$ cat src/rtl/stb_pkg.sv
package stb_pkg;
  localparam int STB_W       = 8;
  localparam int BIT_QUES    = 3;
  localparam int BIT_MAV     = 4;
  localparam int BIT_ESB     = 5;
  localparam int BIT_RQS     = 6;
  localparam int BIT_OPER    = 7;

  typedef enum logic [1:0] {
    ADDR_EVT  = 2'd0,
    ADDR_EVEN = 2'd1,
    ADDR_SREN = 2'd2,
    ADDR_PPEN = 2'd3
  } reg_addr_e;
endpackage

$ cat src/rtl/sbagg_rst_sync.sv
module sbagg_rst_sync #(
  parameter int STAGES = 2
) (
  input  logic clk,
  input  logic rst_n,
  output logic rst_s_n
);
  logic [STAGES-1:0] sync_q;
  logic [STAGES-1:0] sync_d;

  always_comb sync_d = {sync_q[STAGES-2:0], 1'b1};

  always_ff @(posedge clk or negedge rst_n) begin
    if (!rst_n) sync_q <= '0;
    else        sync_q <= sync_d;
  end

  assign rst_s_n = sync_q[STAGES-1];
endmodule

$ cat src/rtl/sbagg_mask_or.sv
module sbagg_mask_or #(
  parameter int W    = 8,
  parameter int SKIP = -1
) (
  input  logic [W-1:0] vec,
  input  logic [W-1:0] mask,
  output logic         hit
);
  logic [W-1:0] keep;

  for (genvar i = 0; i < W; i++) begin : g_keep
    if (i == SKIP) begin : g_skip
      assign keep[i] = 1'b0;
    end else begin : g_use
      assign keep[i] = vec[i] & mask[i];
    end
  end

  assign hit = |keep;
endmodule

$ cat src/rtl/sbagg_enable_reg.sv
module sbagg_enable_reg #(
  parameter int          W      = 8,
  parameter logic [W-1:0] STUCK0 = '0
) (
  input  logic         clk,
  input  logic         rst_n,
  input  logic         we,
  input  logic [W-1:0] wdata,
  output logic [W-1:0] q
);
  logic [W-1:0] d;

  for (genvar i = 0; i < W; i++) begin : g_bit
    if (STUCK0[i]) begin : g_zero
      assign d[i] = 1'b0;
    end else begin : g_live
      assign d[i] = wdata[i];
    end
  end

  always_ff @(posedge clk or negedge rst_n) begin
    if (!rst_n)  q <= '0;
    else if (we) q <= d;
  end
endmodule

$ cat src/rtl/sbagg_event_reg.sv
module sbagg_event_reg #(
  parameter int W = 8
) (
  input  logic         clk,
  input  logic         rst_n,
  input  logic [W-1:0] evt_in,
  input  logic         clr,
  input  logic         en_we,
  input  logic [W-1:0] wdata,
  output logic [W-1:0] evt_q,
  output logic [W-1:0] en_q,
  output logic         summary
);
  logic [W-1:0] evt_d;

  always_comb begin
    evt_d = (clr ? '0 : evt_q) | evt_in;
  end

  always_ff @(posedge clk or negedge rst_n) begin
    if (!rst_n) evt_q <= '0;
    else        evt_q <= evt_d;
  end

  always_ff @(posedge clk or negedge rst_n) begin
    if (!rst_n)     en_q <= '0;
    else if (en_we) en_q <= wdata;
  end

  sbagg_mask_or #(.W(W), .SKIP(-1)) u_sum (
    .vec (evt_q),
    .mask(en_q),
    .hit (summary)
  );

  AST_EVT_STICKY: assert property (@(posedge clk) disable iff (!rst_n)
    !clr |=> ((evt_q & $past(evt_q)) == $past(evt_q)));
  AST_EVT_CLEAR: assert property (@(posedge clk) disable iff (!rst_n)
    clr |=> (evt_q == $past(evt_in)));
endmodule

$ cat src/rtl/status_byte_agg.sv
module status_byte_agg
  import stb_pkg::*;
#(
  parameter int DATA_W = 8
) (
  input  logic              clk,
  input  logic              rst_n,
  input  logic              bus_wr,
  input  logic              bus_rd,
  input  logic [1:0]        bus_addr,
  input  logic [DATA_W-1:0] bus_wdata,
  output logic [DATA_W-1:0] bus_rdata,
  input  logic [DATA_W-1:0] evt_in,
  input  logic              oper_sum,
  input  logic              ques_sum,
  input  logic              obuf_nonempty,
  output logic [STB_W-1:0]  status_byte,
  output logic              srq,
  output logic              ist
);
  localparam logic [STB_W-1:0] SREN_STUCK = STB_W'(1) << BIT_RQS;

  logic              rst_s_n;
  logic [DATA_W-1:0] evt_q, even_q;
  logic [STB_W-1:0]  sren_q, ppen_q;
  logic              esb, rqs;
  logic              evt_clr, even_we, sren_we, ppen_we;
  logic [STB_W-1:0]  stb_base;

  sbagg_rst_sync #(.STAGES(2)) u_rst (
    .clk    (clk),
    .rst_n  (rst_n),
    .rst_s_n(rst_s_n)
  );

  always_comb begin
    evt_clr = bus_rd && (bus_addr == ADDR_EVT);
    even_we = bus_wr && (bus_addr == ADDR_EVEN);
    sren_we = bus_wr && (bus_addr == ADDR_SREN);
    ppen_we = bus_wr && (bus_addr == ADDR_PPEN);
  end

  sbagg_event_reg #(.W(DATA_W)) u_evt (
    .clk    (clk),
    .rst_n  (rst_s_n),
    .evt_in (evt_in),
    .clr    (evt_clr),
    .en_we  (even_we),
    .wdata  (bus_wdata),
    .evt_q  (evt_q),
    .en_q   (even_q),
    .summary(esb)
  );

  sbagg_enable_reg #(.W(STB_W), .STUCK0(SREN_STUCK)) u_sren (
    .clk  (clk),
    .rst_n(rst_s_n),
    .we   (sren_we),
    .wdata(bus_wdata[STB_W-1:0]),
    .q    (sren_q)
  );

  sbagg_enable_reg #(.W(STB_W), .STUCK0('0)) u_ppen (
    .clk  (clk),
    .rst_n(rst_s_n),
    .we   (ppen_we),
    .wdata(bus_wdata[STB_W-1:0]),
    .q    (ppen_q)
  );

  always_comb begin
    stb_base           = '0;
    stb_base[BIT_QUES] = ques_sum;
    stb_base[BIT_MAV]  = obuf_nonempty;
    stb_base[BIT_ESB]  = esb;
    stb_base[BIT_OPER] = oper_sum;
  end

  sbagg_mask_or #(.W(STB_W), .SKIP(BIT_RQS)) u_rqs (
    .vec (stb_base),
    .mask(sren_q),
    .hit (rqs)
  );

  always_comb begin
    status_byte          = stb_base;
    status_byte[BIT_RQS] = rqs;
  end

  assign srq = rqs;

  sbagg_mask_or #(.W(STB_W), .SKIP(-1)) u_ist (
    .vec (status_byte),
    .mask(ppen_q),
    .hit (ist)
  );

  always_comb begin
    unique case (bus_addr)
      ADDR_EVT:  bus_rdata = evt_q;
      ADDR_EVEN: bus_rdata = even_q;
      ADDR_SREN: bus_rdata = DATA_W'(sren_q);
      default:   bus_rdata = DATA_W'(ppen_q);
    endcase
  end

  AST_STB_LOW_ZERO: assert property (@(posedge clk) disable iff (!rst_s_n)
    status_byte[2:0] == 3'b000);
  AST_SRQ_HAS_SOURCE: assert property (@(posedge clk) disable iff (!rst_s_n)
    srq |-> ((status_byte & sren_q & ~SREN_STUCK) != '0));
  AST_SREN_BIT6_IDLE: assert property (@(posedge clk) disable iff (!rst_s_n)
    ((status_byte & sren_q & ~SREN_STUCK) == '0) |-> !srq);
  AST_IST_HAS_SOURCE: assert property (@(posedge clk) disable iff (!rst_s_n)
    ist |-> ((status_byte & ppen_q) != '0));
  AST_EVT_WRITE_IGNORED: assert property (@(posedge clk) disable iff (!rst_s_n)
    (bus_wr && bus_addr == ADDR_EVT && !bus_rd && evt_in == '0) |=> $stable(evt_q));
endmodule

$ cat config.mk
export PLATFORM = sky130hd
export DESIGN_NAME = status_byte_agg
export DESIGN_NICKNAME = d
export VERILOG_FILES = /design/src/rtl/stb_pkg.sv /design/src/rtl/sbagg_rst_sync.sv /design/src/rtl/sbagg_mask_or.sv /design/src/rtl/sbagg_enable_reg.sv /design/src/rtl/sbagg_event_reg.sv /design/src/rtl/status_byte_agg.sv
export SDC_FILE = /design/constraint.sdc
export NUM_CORES = 1
export LEC_CHECK = 0
export BUFFER_PORTS_ARGS = -buffer_cell sky130_fd_sc_hd__clkbuf_2
export CAP_MARGIN = 0
export CORE_MARGIN = 2
export CORE_UTILIZATION = 52
export CTS_CLUSTER_SIZE = 12
export DETAILED_ROUTE_END_ITERATION = 16
export HOLD_SLACK_MARGIN = 0.03
export PLACE_DENSITY = 0.84
export SLEW_MARGIN = 20
export SYNTH_ARGS = -nofsm -noshare
export SYNTH_HDL_FRONTEND = slang
export SYNTH_SLANG_ARGS = --single-unit
$ cat constraint.sdc
create_clock -name clk -period 1.4 [get_ports clk]
set_input_delay 0.14 -clock clk [delete_from_list [all_inputs] [get_ports clk]]
set_output_delay 0.14 -clock clk [all_outputs]
set_load 0.02 [all_outputs]
==> results of run 1 <==
## cell families after synthesis
| family | synth area share |
|---|---|
| AND/OR/NAND/NOR | 0.04714 |
| other | 0.004639 |
| AO/OA/AOI/OAI | 0.1051 |
| buffers and inverters | 0.05564 |
| multiplexers | 0.2774 |
| flip-flops | 0.5100 |
## cell type report
| class | instances | area, µm² | share of cell area |
|---|---|---|---|
| flip-flops and latches | 33 | 825.8 | 0.3817 |
| clock buffers | 6 | 41.29 | 0.01909 |
| multi-input cells | 61 | 691.9 | 0.3198 |
| inverters | 2 | 7.507 | 0.003470 |
| repair buffers | 67 | 545.5 | 0.2522 |
| well taps | 33 | 41.29 | 0.01909 |
| clock inverters | 2 | 10.01 | 0.004627 |
## Yosys cell counts (all sizes together)
master,n,share of area
a21o,8,0.038
nand3,2,0.014
a22oi,4,0.031
mux2i,1,0.0062
mux2,23,0.16
nor2,1,0.0023
nand2,1,0.0023
nand3b,2,0.025
a41oi,1,0.0054
a21bo,1,0.0062
a311o,1,0.0062
buf,10,0.051
dfrtp,33,0.51
inv,2,0.0046
conb,2,0.0046
o21ai,2,0.0062
mux4,7,0.11
nand4,1,0.0039
a222oi,2,0.012
## power breakdown
group          internal (µW)  switching, µW  total [µW]
Sequential              1090            114        1210
Combinational            449            325         774
Clock                    191            315         506
Total                   1730            754        2490
## placed cells by master, fill, tap and decap left out, types with 2 or more instances in the layout
cell / count
sky130_fd_sc_hd__nand3b_4: 2
sky130_fd_sc_hd__a21o_1: 7
sky130_fd_sc_hd__mux4_2: 6
sky130_fd_sc_hd__dlygate4sd3_1: 9
sky130_fd_sc_hd__mux2_2: 23
sky130_fd_sc_hd__clkbuf_4: 5
sky130_fd_sc_hd__conb_1: 4
sky130_fd_sc_hd__a22oi_2: 4
sky130_fd_sc_hd__clkbuf_2: 27
sky130_fd_sc_hd__buf_2: 2
sky130_fd_sc_hd__buf_4: 11
sky130_fd_sc_hd__inv_1: 2
sky130_fd_sc_hd__dfrtp_1: 33
sky130_fd_sc_hd__buf_6: 11
sky130_fd_sc_hd__buf_8: 6
sky130_fd_sc_hd__clkinv_2: 2
sky130_fd_sc_hd__a222oi_1: 2
## repair_timing
item,4_1_cts,5_1_grt
hold endpoints to repair,10,0
setup buffers,3,6
gates resized for setup,26,23
setup endpoints to repair,11,12
pin swaps,4,4
hold buffers,9,0
## stage by stage
stage / util / setup slack [ns] / TNS (ns) / instance area (µm²)
finish: 0.7204 / -0.4809 / -3.293 / 2163
global route: 0.7204 / -0.6028 / -4.015 / 2163
CTS: 0.7079 / -0.4735 / -3.398 / 2126
detailed placement: 0.6329 / -0.1497 / -0.2265 / 1901
global placement: 0.6329 / -0.03129 / -0.05577 / 1901
floorplan: - / 0.09846 / 0 / 1627
## registers in the layout (all words and copies together) (netlist names)
| register | flops |
|---|---|
| u_sren.q | 7 |
| u_evt.en_q | 8 |
| u_rst.sync_q | 2 |
| u_evt.evt_q | 8 |
| u_ppen.q | 8 |
## critical path: cells and delay by family, from the launching register on
| kind | cells | cell delay (ns) |
|---|---|---|
| buffers and inverters | 2 | 0.34 |
| DFF | 1 | 0.41 |
| AOI/OAI and AO/OA | 3 | 0.67 |
## per-layer routing
metal,up-vias,part of all wire
met3,8,0.050
li1,517,-
met4,0,0.017
met1,587,0.41
met5,-,0
met2,49,0.52
## final timing paths
path | startpoint | end | slack [ns] | cells after the start
min | bus_wdata[6] | u_ppen.q[6] | 0.07 | 2
max reg2reg | u_evt.evt_q[2] | u_evt.evt_q[2] | 0.47 | 3
min in group asynchronous | rst_n | u_rst.sync_q[0] | 0.13 | 2
min reg2reg | u_rst.sync_q[1] | u_sren.q[3] | 0.25 | 1
max in group asynchronous | u_rst.sync_q[1] | u_ppen.q[6] | 0.86 | 1
max | u_sren.q[4] | ist | -0.48 | 5
==> insert_results.sql, run 1 <==
INSERT INTO impl_metrics (metric_group, metric, value, unit) VALUES
('worst_setup_path', 'worstPathRequired', '1.26', 'ns'),
('final_layout', 'drive_gt1_frac', '0.6023', ''),
('die', 'start_util', '0.5392', ''),
('synth', 'synthesis.yosys.warnings', '0', ''),
('place', 'placement.io_buffers', '39', ''),
('route', 'drc', '0', ''),
('synth', 'flip_flop_and_latch_count_after_synthesis', '33', ''),
('route', 'drt-vias-per-instance', '5.691', ''),
('synth', 'synth.avg_cell_area', '15.57', 'µm²'),
('place', 'hpwlAfterDp', '2.599', 'mm'),
('power_and_ir_drop', 'irDropWorstVdd', '0.0008545', 'V'),
('sta', 'setup_clock_skew_after_layout', '0.01416', 'ns'),
('die', 'design.portCount', '43', ''),
('synth', 'synth_sequential_area_ratio', '0.5100', ''),
('final_layout', 'number_of_nets_at_the_end_of_the_flow', '195', ''),
('worst_setup_path', 'cp_cell_sequence', 'a222oi_1, buf_4, o21ai_0, a311o_1, buf_2', ''),
('sta', 'post-route-min-period', '1.881', 'ns'),
('clock_tree', 'clk_pin_slew_worst_paths', '0.10', 'ns'),
('flow_run', 'max_cap_viol_count', '0', ''),
('hold_path', 'worst_min_delay_path_category', 'in -> reg', ''),
('die', 'dieHeight', '59.80', 'µm'),
('die', 'die-area', '3576', 'µm²'),
('global_route', 'antenna_violations_before_repair', '0', ''),
('final_layout', 'finalNonFillerCells', '204', ''),
('global_route', 'use_met2', '0.4037', ''),
('sta', 'fin_worst_hold_slack', '0.06770', 'ns'),
('synth', 'synth.distinct_cells', '23', ''),
('final_layout', 'n_antenna_cell', '0', ''),
('clock_tree', 'insertion_delay', '0.33', 'ns'),
('place', 'gp_routability_congestion', '0.7525', ''),
('global_route', 'track_usage', '0.2400', ''),
('route', 'pre_repair_dr_iteration_count', '5', ''),
('sta', 'worst_slack', '-0.4809', 'ns'),
('sta', 'min_period_over_period', '1.343', ''),
('worst_setup_path', 'worst_stage_delay_on_the_critical_path', '0.41', 'ns'),
('global_route', 'maximum_number_of_pins_on_one_net_before_global_route_repair', '32', ''),
('die', 'floorplan.core_area', '3003', 'µm²'),
('final_layout', 'area.growth.synth_to_final', '33.62', '%'),
('power_and_ir_drop', 'p_leak', '0.0009941', 'µW'),
('sta', 'maxSlewViolCount', '0', ''),
('clock_tree', 'cts.sink_count', '33', ''),
('worst_setup_path', 'crit_fanout', '3', ''),
('die', 'num_rows', '20', ''),
('global_route', 'global_route.usage.met1', '0.3042', ''),
('die', 'die_w', '59.80', 'µm'),
('global_route', 'vias_in_the_first_global_route', '1224', ''),
('place', 'place.detailed.instances', '184', ''),
('sta', 'hold_violations', '0', ''),
('synth', 'syn_area', '1619', 'µm²'),
('run_status', 'outcome', 'finished with violations', ''),
('sta', 'timing.fmax', '531.7', 'MHz'),
('clock_tree', 'cts_root_buffer', 'sky130_fd_sc_hd__clkbuf_4', ''),
('power_and_ir_drop', 'power', '2488', 'µW'),
('clock_tree', 'cts_buffer_depth', '2', ''),
('clock_tree', 'clock_buffers_created_by_tritoncts', '5', ''),
('global_route', 'first_pass_grt_wire_length', '6.120', 'mm'),
('worst_setup_path', 'path_class', 'reg -> out', ''),
('global_route', 'grt_util_met3', '0.06277', ''),
('power_and_ir_drop', 'pwr_density_cell', '1150', 'nW/µm²'),
('global_route', 'grt.busiest_layer', 'met2', ''),
('worst_setup_path', 'sort_of_element_at_the_end_of_the_critical_path', 'primary output', ''),
('global_route', 'grt_overflow', '0', ''),
('worst_setup_path', 'worst_path_max_delay_cell', 'sky130_fd_sc_hd__dfrtp_1', ''),
('route', 'post_drt_wl_per_cell', '19.19', 'µm'),
('worst_setup_path', 'critical_path_arrival', '1.74', 'ns'),
('clock_tree', 'ctsHtreeMaxLevel', '2', ''),
('route', 'routed_wirelength', '3.915', 'mm'),
('clock_tree', 'cts_tree', 'built', ''),
('sta', 'final-setup-viol-count', '11', ''),
('synth', 'synthesis.instances', '104', ''),
('route', 'first_iter_violations', '45', ''),
('route', 'ant_nets', '0', ''),
('run_status', 'violated_checks', 'negative setup slack', ''),
('final_layout', 'nFillCells', '195', ''),
('route', 'route.vias.total', '1161', ''),
('sta', 'rsz0062_at_grt', 'true', ''),
('worst_setup_path', 'setup.worst_path.start_class', 'register', '');
Note: power is estimated with default switching activity, not from simulation.
==> inputs of run 2 (changes only) <==
--- a/config.mk
+++ b/config.mk
@@ -5,6 +5,7 @@
 export SDC_FILE = /design/constraint.sdc
 export NUM_CORES = 1
 export LEC_CHECK = 0
+export ABC_AREA = 1
 export BUFFER_PORTS_ARGS = -buffer_cell sky130_fd_sc_hd__clkbuf_2
 export CAP_MARGIN = 0
 export CORE_MARGIN = 2
==> run 2 against run 1 <==
  * The flow still finishes with violations (negative setup slack)
  * Sequential power shrank 4%
  * Final area is 1.4% lower
  * Via count grew 27%
  * Utilization decreased by 1.6 points
  * Sequential share of layout area up 0.54 points
  * Critical path depth is 4 higher
  * Die area up 2.0%
  * Highest routed layer unchanged
==> insert_results.sql, run 2 <==
INSERT INTO impl_metrics (metric_group, metric, value, unit) VALUES
('power_and_ir_drop', 'power', '2437', 'µW'),
('synth', 'synth_enable_flop_cells', '0', ''),
('synth', 'synth.distinct_cells', '19', ''),
('sta', 'timing.fmax', '609.9', 'MHz'),
('worst_setup_path', 'worstPathRequired', '1.26', 'ns'),
('synth', 'post-synth-top-area-fraction', '0.4992', ''),
('run_status', 'outcome', 'finished with violations', ''),
('route', 'post_drt_wl_per_cell', '14.55', 'µm'),
('route', 'first_iter_violations', '88', ''),
('worst_setup_path', 'worstSetupStartpoint', 'u_evt.en_q[7]', ''),
('die', 'num_rows', '20', ''),
('synth', 'syn_area', '1654', 'µm²'),
('flow_run', 'max_cap_viol_count', '0', ''),
('worst_setup_path', 'crit_fanout', '3', ''),
('final_layout', 'largest_registers', 'u_evt.en_q: 8 flops, u_evt.evt_q: 8 flops, u_ppen.q: 8 flops', ''),
('clock_tree', 'cts.sink_count', '33', ''),
('global_route', 'use_met2', '0.3307', ''),
('hold_path', 'hold_path.startpoint', 'bus_wdata[6]', ''),
('final_layout', 'n_antenna_cell', '0', ''),
('clock_tree', 'insertion_delay', '0.33', 'ns'),
('final_layout', 'nFillCells', '233', ''),
('synth', 'synth.avg_cell_area', '8.798', 'µm²'),
('sta', 'worst_slack', '-0.2395', 'ns'),
('global_route', 'global_route.usage.met1', '0.3170', ''),
('synth', 'synth_most_common_cell', 'sky130_fd_sc_hd__nand2_1', ''),
('die', 'design.portCount', '43', ''),
('clock_tree', 'ctsHtreeMaxLevel', '2', ''),
('worst_setup_path', 'setup.worst_path.start_class', 'register', ''),
('die', 'die_w', '60.40', 'µm'),
('synth', 'synth_area_leader_cell', 'sky130_fd_sc_hd__dfrtp_1', ''),
('die', 'die-area', '3648', 'µm²'),
('synth', 'flip_flop_and_latch_count_after_synthesis', '33', ''),
('route', 'routed_wirelength', '4.177', 'mm'),
('sta', 'maxSlewViolCount', '0', ''),
('power_and_ir_drop', 'irDropWorstVdd', '0.0005821', 'V'),
('place', 'place.detailed.instances', '263', ''),
('power_and_ir_drop', 'switching_share', '0.3285', ''),
('sta', 'post-route-min-period', '1.640', 'ns'),
('global_route', 'grt_util_met3', '0.05117', ''),
('synth', 'async_set_reset_flop_share_out_of_synthesis', '1.000', ''),
('route', 'drc', '0', ''),
('route', 'pre_repair_dr_iteration_count', '4', ''),
('synth', 'post_synth_most_frequent_cells', '71 x sky130_fd_sc_hd__nand2_1, 33 x sky130_fd_sc_hd__dfrtp_1, 18 x sky130_fd_sc_hd__inv_1, 16 x sky130_fd_sc_hd__o21ai_2', ''),
('place', 'placement.io_buffers', '39', ''),
('global_route', 'grt.busiest_layer', 'met2', ''),
('sta', 'final-setup-viol-count', '5', ''),
('final_layout', 'drive_gt1_frac', '0.3745', ''),
('route', 'ant_nets', '0', ''),
('synth', 'synth_sequential_area_ratio', '0.4992', ''),
('final_layout', 'mostFrequentLayoutCell', 'sky130_fd_sc_hd__nand2_1', ''),
('place', 'gp_routability_congestion', '0.8684', ''),
('hold_path', 'worst_min_delay_path_category', 'in -> reg', ''),
('clock_tree', 'clock_buffers_created_by_tritoncts', '5', ''),
('route', 'drt-vias-per-instance', '5.132', ''),
('power_and_ir_drop', 'combPwrFrac', '0.304', ''),
('clock_tree', 'clk_pin_slew_worst_paths', '0.10', 'ns'),
('run_status', 'violated_checks', 'negative setup slack', ''),
('die', 'dieHeight', '60.40', 'µm'),
('global_route', 'track_usage', '0.2270', ''),
('final_layout', 'number_of_nets_at_the_end_of_the_flow', '268', ''),
('global_route', 'vias_in_the_first_global_route', '1340', ''),
('die', 'floorplan.core_area', '3028', 'µm²'),
('route', 'route.vias.total', '1473', ''),
('clock_tree', 'cts_tree', 'built', ''),
('synth', 'synthesis.yosys.warnings', '0', ''),
('final_layout', 'finalNonFillerCells', '287', ''),
('clock_tree', 'cts_root_buffer', 'sky130_fd_sc_hd__clkbuf_4', ''),
('worst_setup_path', 'critical_path_arrival', '1.50', 'ns'),
('sta', 'min_period_over_period', '1.171', ''),
('final_layout', 'area.growth.synth_to_final', '28.97', '%'),
('sta', 'setup_clock_skew_after_layout', '0.007756', 'ns'),
('final_layout', 'commonest_non_fill_non_tap_cells_in_the_layout', '65 x sky130_fd_sc_hd__nand2_1, 33 x sky130_fd_sc_hd__dfrtp_1, 30 x sky130_fd_sc_hd__clkbuf_2', ''),
('synth', 'synthesis.instances', '188', ''),
('worst_setup_path', 'sort_of_element_at_the_end_of_the_critical_path', 'primary output', ''),
('synth', 'yosys-top-cells-area', 'sky130_fd_sc_hd__dfrtp_1 50%, sky130_fd_sc_hd__nand2_1 16%, sky130_fd_sc_hd__o21ai_2 8.5%', ''),
('sta', 'hold_violations', '0', ''),
('die', 'start_util', '0.5463', ''),
('global_route', 'grt_overflow', '0', ''),
('power_and_ir_drop', 'clock_power_share', '0.221', ''),
('power_and_ir_drop', 'p_int', '1636', 'µW'),
('global_route', 'first_pass_grt_wire_length', '5.940', 'mm'),
('global_route', 'maximum_number_of_pins_on_one_net_before_global_route_repair', '32', ''),
('power_and_ir_drop', 'netSwitchingPower', '800.4', 'µW'),
('place', 'hpwlAfterDp', '2.519', 'mm'),
('clock_tree', 'cts_buffer_depth', '2', ''),
('global_route', 'antenna_violations_before_repair', '0', ''),
('power_and_ir_drop', 'pwr-share-seq', '0.475', ''),
('worst_setup_path', 'path_class', 'reg -> out', ''),
('sta', 'rsz0062_at_grt', 'true', ''),
('power_and_ir_drop', 'p_leak', '0.001147', 'µW'),
('power_and_ir_drop', 'pwr_density_cell', '1142', 'nW/µm²'),
('synth', 'ys.flop_type', 'sky130_fd_sc_hd__dfrtp_1', ''),
('worst_setup_path', 'critical_r2r_launch', 'u_evt.en_q[4]', '');
[run 2: per-stage QoR]
stage	utilization	setup slack, ns	TNS (ns)	hold slack [ns]	cell area [µm²]
CTS	0.6711	-0.2041	-0.4246	0.06790	2032
finish	0.7045	-0.2395	-0.7631	0.08714	2133
floorplan	-	0.1859	0	-0.1556	1662
global placement	0.6029	0.08103	0	-0.07323	1826
detailed placement	0.6029	0.08087	0	-0.07081	1826
global route	0.7045	-0.3395	-1.120	0.07872	2133
[run 2: cell families after synthesis]
group / Yosys count / synth area share
flip-flops: 33 / 0.4992
AND/OR/NAND/NOR: 80 / 0.2020
AO/OA/AOI/OAI: 41 / 0.1899
buffers and inverters: 32 / 0.1044
other: 2 / 0.004540
[run 2: cell type report]
class | instances | area (µm²) | area share
Sequential cell | 33 | 825.8 | 0.3871
Tap cell | 44 | 55.05 | 0.02581
Clock buffer | 7 | 55.05 | 0.02581
Timing Repair Buffer | 57 | 404.1 | 0.1894
Inverter | 21 | 78.83 | 0.03695
Multi-Input combinational cell | 125 | 714.4 | 0.3349
[run 2: path summary, 6_finish.rpt]
check                      slack [ns]  cells after the start               to
max in group asynchronous        0.86                      1      u_sren.q[3]
max reg2reg                      0.62                      3    u_evt.en_q[4]
min                              0.09                      3    u_evt.en_q[6]
min reg2reg                      0.26                      1      u_ppen.q[3]
max                             -0.24                      9              ist
min in group asynchronous        0.13                      2  u_rst.sync_q[0]
[run 2: power groups by stage]
stage / logic (µW) / clock network [µW] / registers [µW]
global placement: 529 / 0 / 1170
CTS: 632 / 541 / 1150
floorplan: 405 / 0 / 1160
detailed placement: 539 / 0 / 1180
finish: 741 / 537 / 1160
global route: 801 / 597 / 1170
[run 2: metal layers]
layer	wire length, µm	up-vias
li1	-	703
met1	1829	679
met2	1892	77
met3	304	14
met4	150	0
met5	0	-
[run 2: what timing repair did]
action,in CTS,in global routing
setup endpoints to repair,4,10
endpoints found under the hold margin,10,0
pin swaps,2,7
hold buffers,9,0
resized for setup,5,32
buffers inserted,6,4
[run 2: critical path: stages, from the launching register on]
cell and delay, ns:
sky130_fd_sc_hd__dfrtp_1 0.41, sky130_fd_sc_hd__nand2_1 0.07, sky130_fd_sc_hd__nand2_1 0.06, sky130_fd_sc_hd__nor2_2 0.13
sky130_fd_sc_hd__nand2_2 0.09, sky130_fd_sc_hd__nand2_2 0.07, sky130_fd_sc_hd__nand2_2 0.07, sky130_fd_sc_hd__nand2_1 0.07
sky130_fd_sc_hd__nand2_1 0.06, sky130_fd_sc_hd__clkbuf_8 0.15
==> inputs of run 3 (changes only) <==
--- a/config.mk
+++ b/config.mk
@@ -9,11 +9,12 @@
 export BUFFER_PORTS_ARGS = -buffer_cell sky130_fd_sc_hd__clkbuf_2
 export CAP_MARGIN = 0
 export CORE_MARGIN = 2
-export CORE_UTILIZATION = 52
+export CORE_UTILIZATION = 54
+export CTS_BUF_LIST = sky130_fd_sc_hd__clkbuf_2
 export CTS_CLUSTER_SIZE = 12
 export DETAILED_ROUTE_END_ITERATION = 16
 export HOLD_SLACK_MARGIN = 0.03
-export PLACE_DENSITY = 0.84
+export PLACE_DENSITY = 0.81
 export SLEW_MARGIN = 20
 export SYNTH_ARGS = -nofsm -noshare
 export SYNTH_HDL_FRONTEND = slang
==> run 3 against run 2 <==
  * The run still ends with negative setup slack left
  * Highest routed layer unchanged
  * Maximum frequency down 1.5%
  * Final area up 2.3%
  * Largest power group unchanged
  * Register-to-register slack about the same
  * Final cell count down 2.1%
  * Critical path depth did not move
  * First-iteration DRC count shrank 55%
  * Global-route usage is 0.20 points higher
==> insert_results.sql, run 3 (synthesized netlist as in run 2, its figures left out) <==
INSERT INTO impl_metrics (metric_group, metric, value, unit) VALUES
('run_status', 'outcome', 'finished with violations', ''),
('run_status', 'violated_checks', 'negative setup slack', ''),
('worst_setup_path', 'worstReg2RegEnd', 'u_evt.en_q[1]', ''),
('route', 'top_signal_layer_used', 'met4', ''),
('sta', 'setup_clock_skew_after_layout', '0.006067', 'ns'),
('worst_setup_path', 'worst-r2r-cell-count', '3', ''),
('place', 'hpwlAfterDp', '2.481', 'mm'),
('clock_tree', 'ctsHtreeMaxLevel', '2', ''),
('final_layout', 'largest_registers', 'u_evt.en_q: 8 flops, u_evt.evt_q: 8 flops, u_ppen.q: 8 flops', ''),
('power_and_ir_drop', 'p_int', '1532', 'µW'),
('final_layout', 'drive_gt1_frac', '0.3952', ''),
('worst_setup_path', 'critical_path_arrival', '1.52', 'ns'),
('power_and_ir_drop', 'p_leak', '0.001175', 'µW'),
('power_and_ir_drop', 'netSwitchingPower', '778.0', 'µW'),
('route', 'pre_repair_dr_iteration_count', '4', ''),
('power_and_ir_drop', 'combPwrFrac', '0.318', ''),
('clock_tree', 'clock_buffers_created_by_tritoncts', '5', ''),
('sta', 'fin_worst_hold_slack', '0.04038', 'ns'),
('die', 'floorplan.core_area', '2978', 'µm²'),
('power_and_ir_drop', 'power', '2310', 'µW'),
('worst_setup_path', 'worst_path_max_delay_cell', 'sky130_fd_sc_hd__dfrtp_1', ''),
('global_route', 'vias_in_the_first_global_route', '1334', ''),
('route', 'route.layer.met1.wl', '1.574', 'mm'),
('clock_tree', 'cts_root_buffer', 'sky130_fd_sc_hd__clkbuf_2', ''),
('die', 'die-area', '3522', 'µm²'),
('route', 'ant_nets', '0', ''),
('power_and_ir_drop', 'pwr_density_cell', '1058', 'nW/µm²'),
('sta', 'rsz0062_at_grt', 'true', ''),
('worst_setup_path', 'r2r_setup_slack', '0.63', 'ns'),
('global_route', 'antenna_violations_before_repair', '0', ''),
('final_layout', 'area.growth.synth_to_final', '32.00', '%'),
('sta', 'maxSlewViolCount', '0', ''),
('sta', 'hold_violations', '0', ''),
('route', 'first_iter_violations', '40', ''),
('route', 'drt-vias-per-instance', '5.103', ''),
('global_route', 'maximum_number_of_pins_on_one_net_before_global_route_repair', '32', ''),
('sta', 'final-setup-viol-count', '5', ''),
('die', 'design.portCount', '43', ''),
('power_and_ir_drop', 'switching_share', '0.3368', ''),
('sta', 'post-route-min-period', '1.664', 'ns'),
('final_layout', 'mostFrequentLayoutCell', 'sky130_fd_sc_hd__nand2_1', ''),
('place', 'placement.io_buffers', '39', ''),
('power_and_ir_drop', 'clock_power_share', '0.180', ''),
('flow_run', 'max_cap_viol_count', '0', ''),
('final_layout', 'number_of_nets_at_the_end_of_the_flow', '273', ''),
('clock_tree', 'cts.sink_count', '33', ''),
('worst_setup_path', 'path_class', 'reg -> out', ''),
('global_route', 'first_pass_grt_wire_length', '5.830', 'mm'),
('clock_tree', 'cts_buffer_depth', '2', ''),
('die', 'die_w', '59.35', 'µm'),
('worst_setup_path', 'cp_common_cell', 'sky130_fd_sc_hd__nand2_1', ''),
('route', 'route.vias.total', '1434', ''),
('hold_path', 'timing.hold.worst_path_depth', '3', ''),
('die', 'dieHeight', '59.35', 'µm'),
('clock_tree', 'cts_tree', 'built', ''),
('place', 'post_place_cell_area', '1812', 'µm²'),
('clock_tree', 'insertion_delay', '0.38', 'ns'),
('sta', 'timing.fmax', '600.8', 'MHz'),
('worst_setup_path', 'sort_of_element_at_the_end_of_the_critical_path', 'primary output', ''),
('worst_setup_path', 'critical_path.endpoint', 'ist', ''),
('final_layout', 'finalInstanceArea', '2183', 'µm²'),
('route', 'routed_wirelength', '3.743', 'mm'),
('worst_setup_path', 'worstSetupStartpoint', 'u_evt.en_q[7]', ''),
('global_route', 'track_usage', '0.2291', ''),
('die', 'start_util', '0.5555', ''),
('sta', 'min_period_over_period', '1.189', ''),
('clock_tree', 'clk_pin_slew_worst_paths', '0.15', 'ns'),
('final_layout', 'commonest_non_fill_non_tap_cells_in_the_layout', '62 x sky130_fd_sc_hd__nand2_1, 33 x sky130_fd_sc_hd__clkbuf_2, 33 x sky130_fd_sc_hd__dfrtp_1', ''),
('power_and_ir_drop', 'irDropWorstVdd', '0.0005330', 'V'),
('worst_setup_path', 'critical_r2r_launch', 'u_evt.en_q[1]', ''),
('hold_path', 'worst_min_delay_path_category', 'in -> reg', ''),
('die', 'num_rows', '20', ''),
('route', 'route.met3.wl', '163', 'µm'),
('worst_setup_path', 'worst_stage_delay_on_the_critical_path', '0.44', 'ns'),
('route', 'post_drt_wl_per_cell', '13.32', 'µm'),
('worst_setup_path', 'setup.worst_path.start_class', 'register', ''),
('route', 'dr_wl_met2', '1.884', 'mm'),
('worst_setup_path', 'worstPathRequired', '1.26', 'ns'),
('place', 'pre_cts_slack', '0.1016', 'ns'),
('power_and_ir_drop', 'pwr-share-seq', '0.502', ''),
('worst_setup_path', 'cp_cell_sequence', 'nand2_1, nand2_1, nor2_2, nand2_2, nand2_2, nand2_2, nand2_1, nand2_1, clkbuf_8', ''),
('global_route', 'grt_overflow', '0', ''),
('worst_setup_path', 'crit_fanout', '3', ''),
('route', 'drc', '0', ''),
('final_layout', 'n_antenna_cell', '0', ''),
('place', 'gp_routability_congestion', '0.9019', ''),
('sta', 'worst_slack', '-0.2644', 'ns');
-- run 3: cell types whose count changed in the layout (fill, tap and decap cells not counted), moves of 2 or more --
cell,delta
sky130_fd_sc_hd__dlygate4sd3_1,+3
sky130_fd_sc_hd__o2111ai_2,+2
sky130_fd_sc_hd__nand2_2,+3
sky130_fd_sc_hd__o2111ai_1,-2
sky130_fd_sc_hd__clkbuf_4,-4
sky130_fd_sc_hd__nand2_1,-3
sky130_fd_sc_hd__clkbuf_2,+3
-- run 3: through the flow --
stage | std cells | util | TNS [ns]
2_1_floorplan | 190 | - | 0
3_3_place_gp | 252 | 0.6084 | 0
3_5_place_dp | 252 | 0.6084 | 0
4_1_cts | 276 | 0.6803 | -0.8443
5_1_grt | 281 | 0.7332 | -1.349
6_report | 281 | 0.7332 | -0.8734
-- run 3: final cells by class --
cell class | count | area [µm²]
clock inverters | 1 | 3.754
well taps | 33 | 41.29
multi-input cells | 125 | 734.5
flip-flops and latches | 33 | 825.8
clock buffers | 6 | 30.03
repair buffers | 62 | 465.4
fillers | 227 | 794.5
inverters | 21 | 82.58
-- run 3: power by group through the flow --
stage | sequential, µW | combinational [µW] | clock, µW
2_1_floorplan | 1160 | 405 | 0
5_1_grt | 1180 | 801 | 469
3_3_place_gp | 1180 | 523 | 0
6_report | 1160 | 735 | 416
3_5_place_dp | 1180 | 533 | 0
4_1_cts | 1150 | 631 | 427
-- run 3: how the worst min path moves through the flow --
stage                 startpoint              end  slack [ns]
floorplan                  rst_n  u_rst.sync_q[0]       -0.16
detailed placement         rst_n  u_rst.sync_q[1]       -0.07
global placement           rst_n  u_rst.sync_q[0]       -0.07
finish              bus_wdata[7]      u_ppen.q[7]        0.04
CTS                        rst_n  u_rst.sync_q[0]        0.03
global route        bus_wdata[7]      u_ppen.q[7]        0.03
-- run 3: per-layer routing --
metal	global-route usage	up-vias
met5	0	-
met3	0.05240	12
met4	0.1299	0
met2	0.3579	39
met1	0.2921	675
li1	-	708
-- run 3: repair_timing --
item,CTS,global route
hold buffers,11,1
endpoints found under the hold margin,13,2
setup buffers,6,7
gates resized for setup,7,41
setup endpoints to repair,4,12
pin swaps,2,5
-- run 3: worst max-delay path, delay by kind of cell, from the launching register on --
kind / cells / cell delay (ns)
DFF: 1 / 0.44
and+or+nand+nor: 8 / 0.56
buffers and inverters: 1 / 0.15
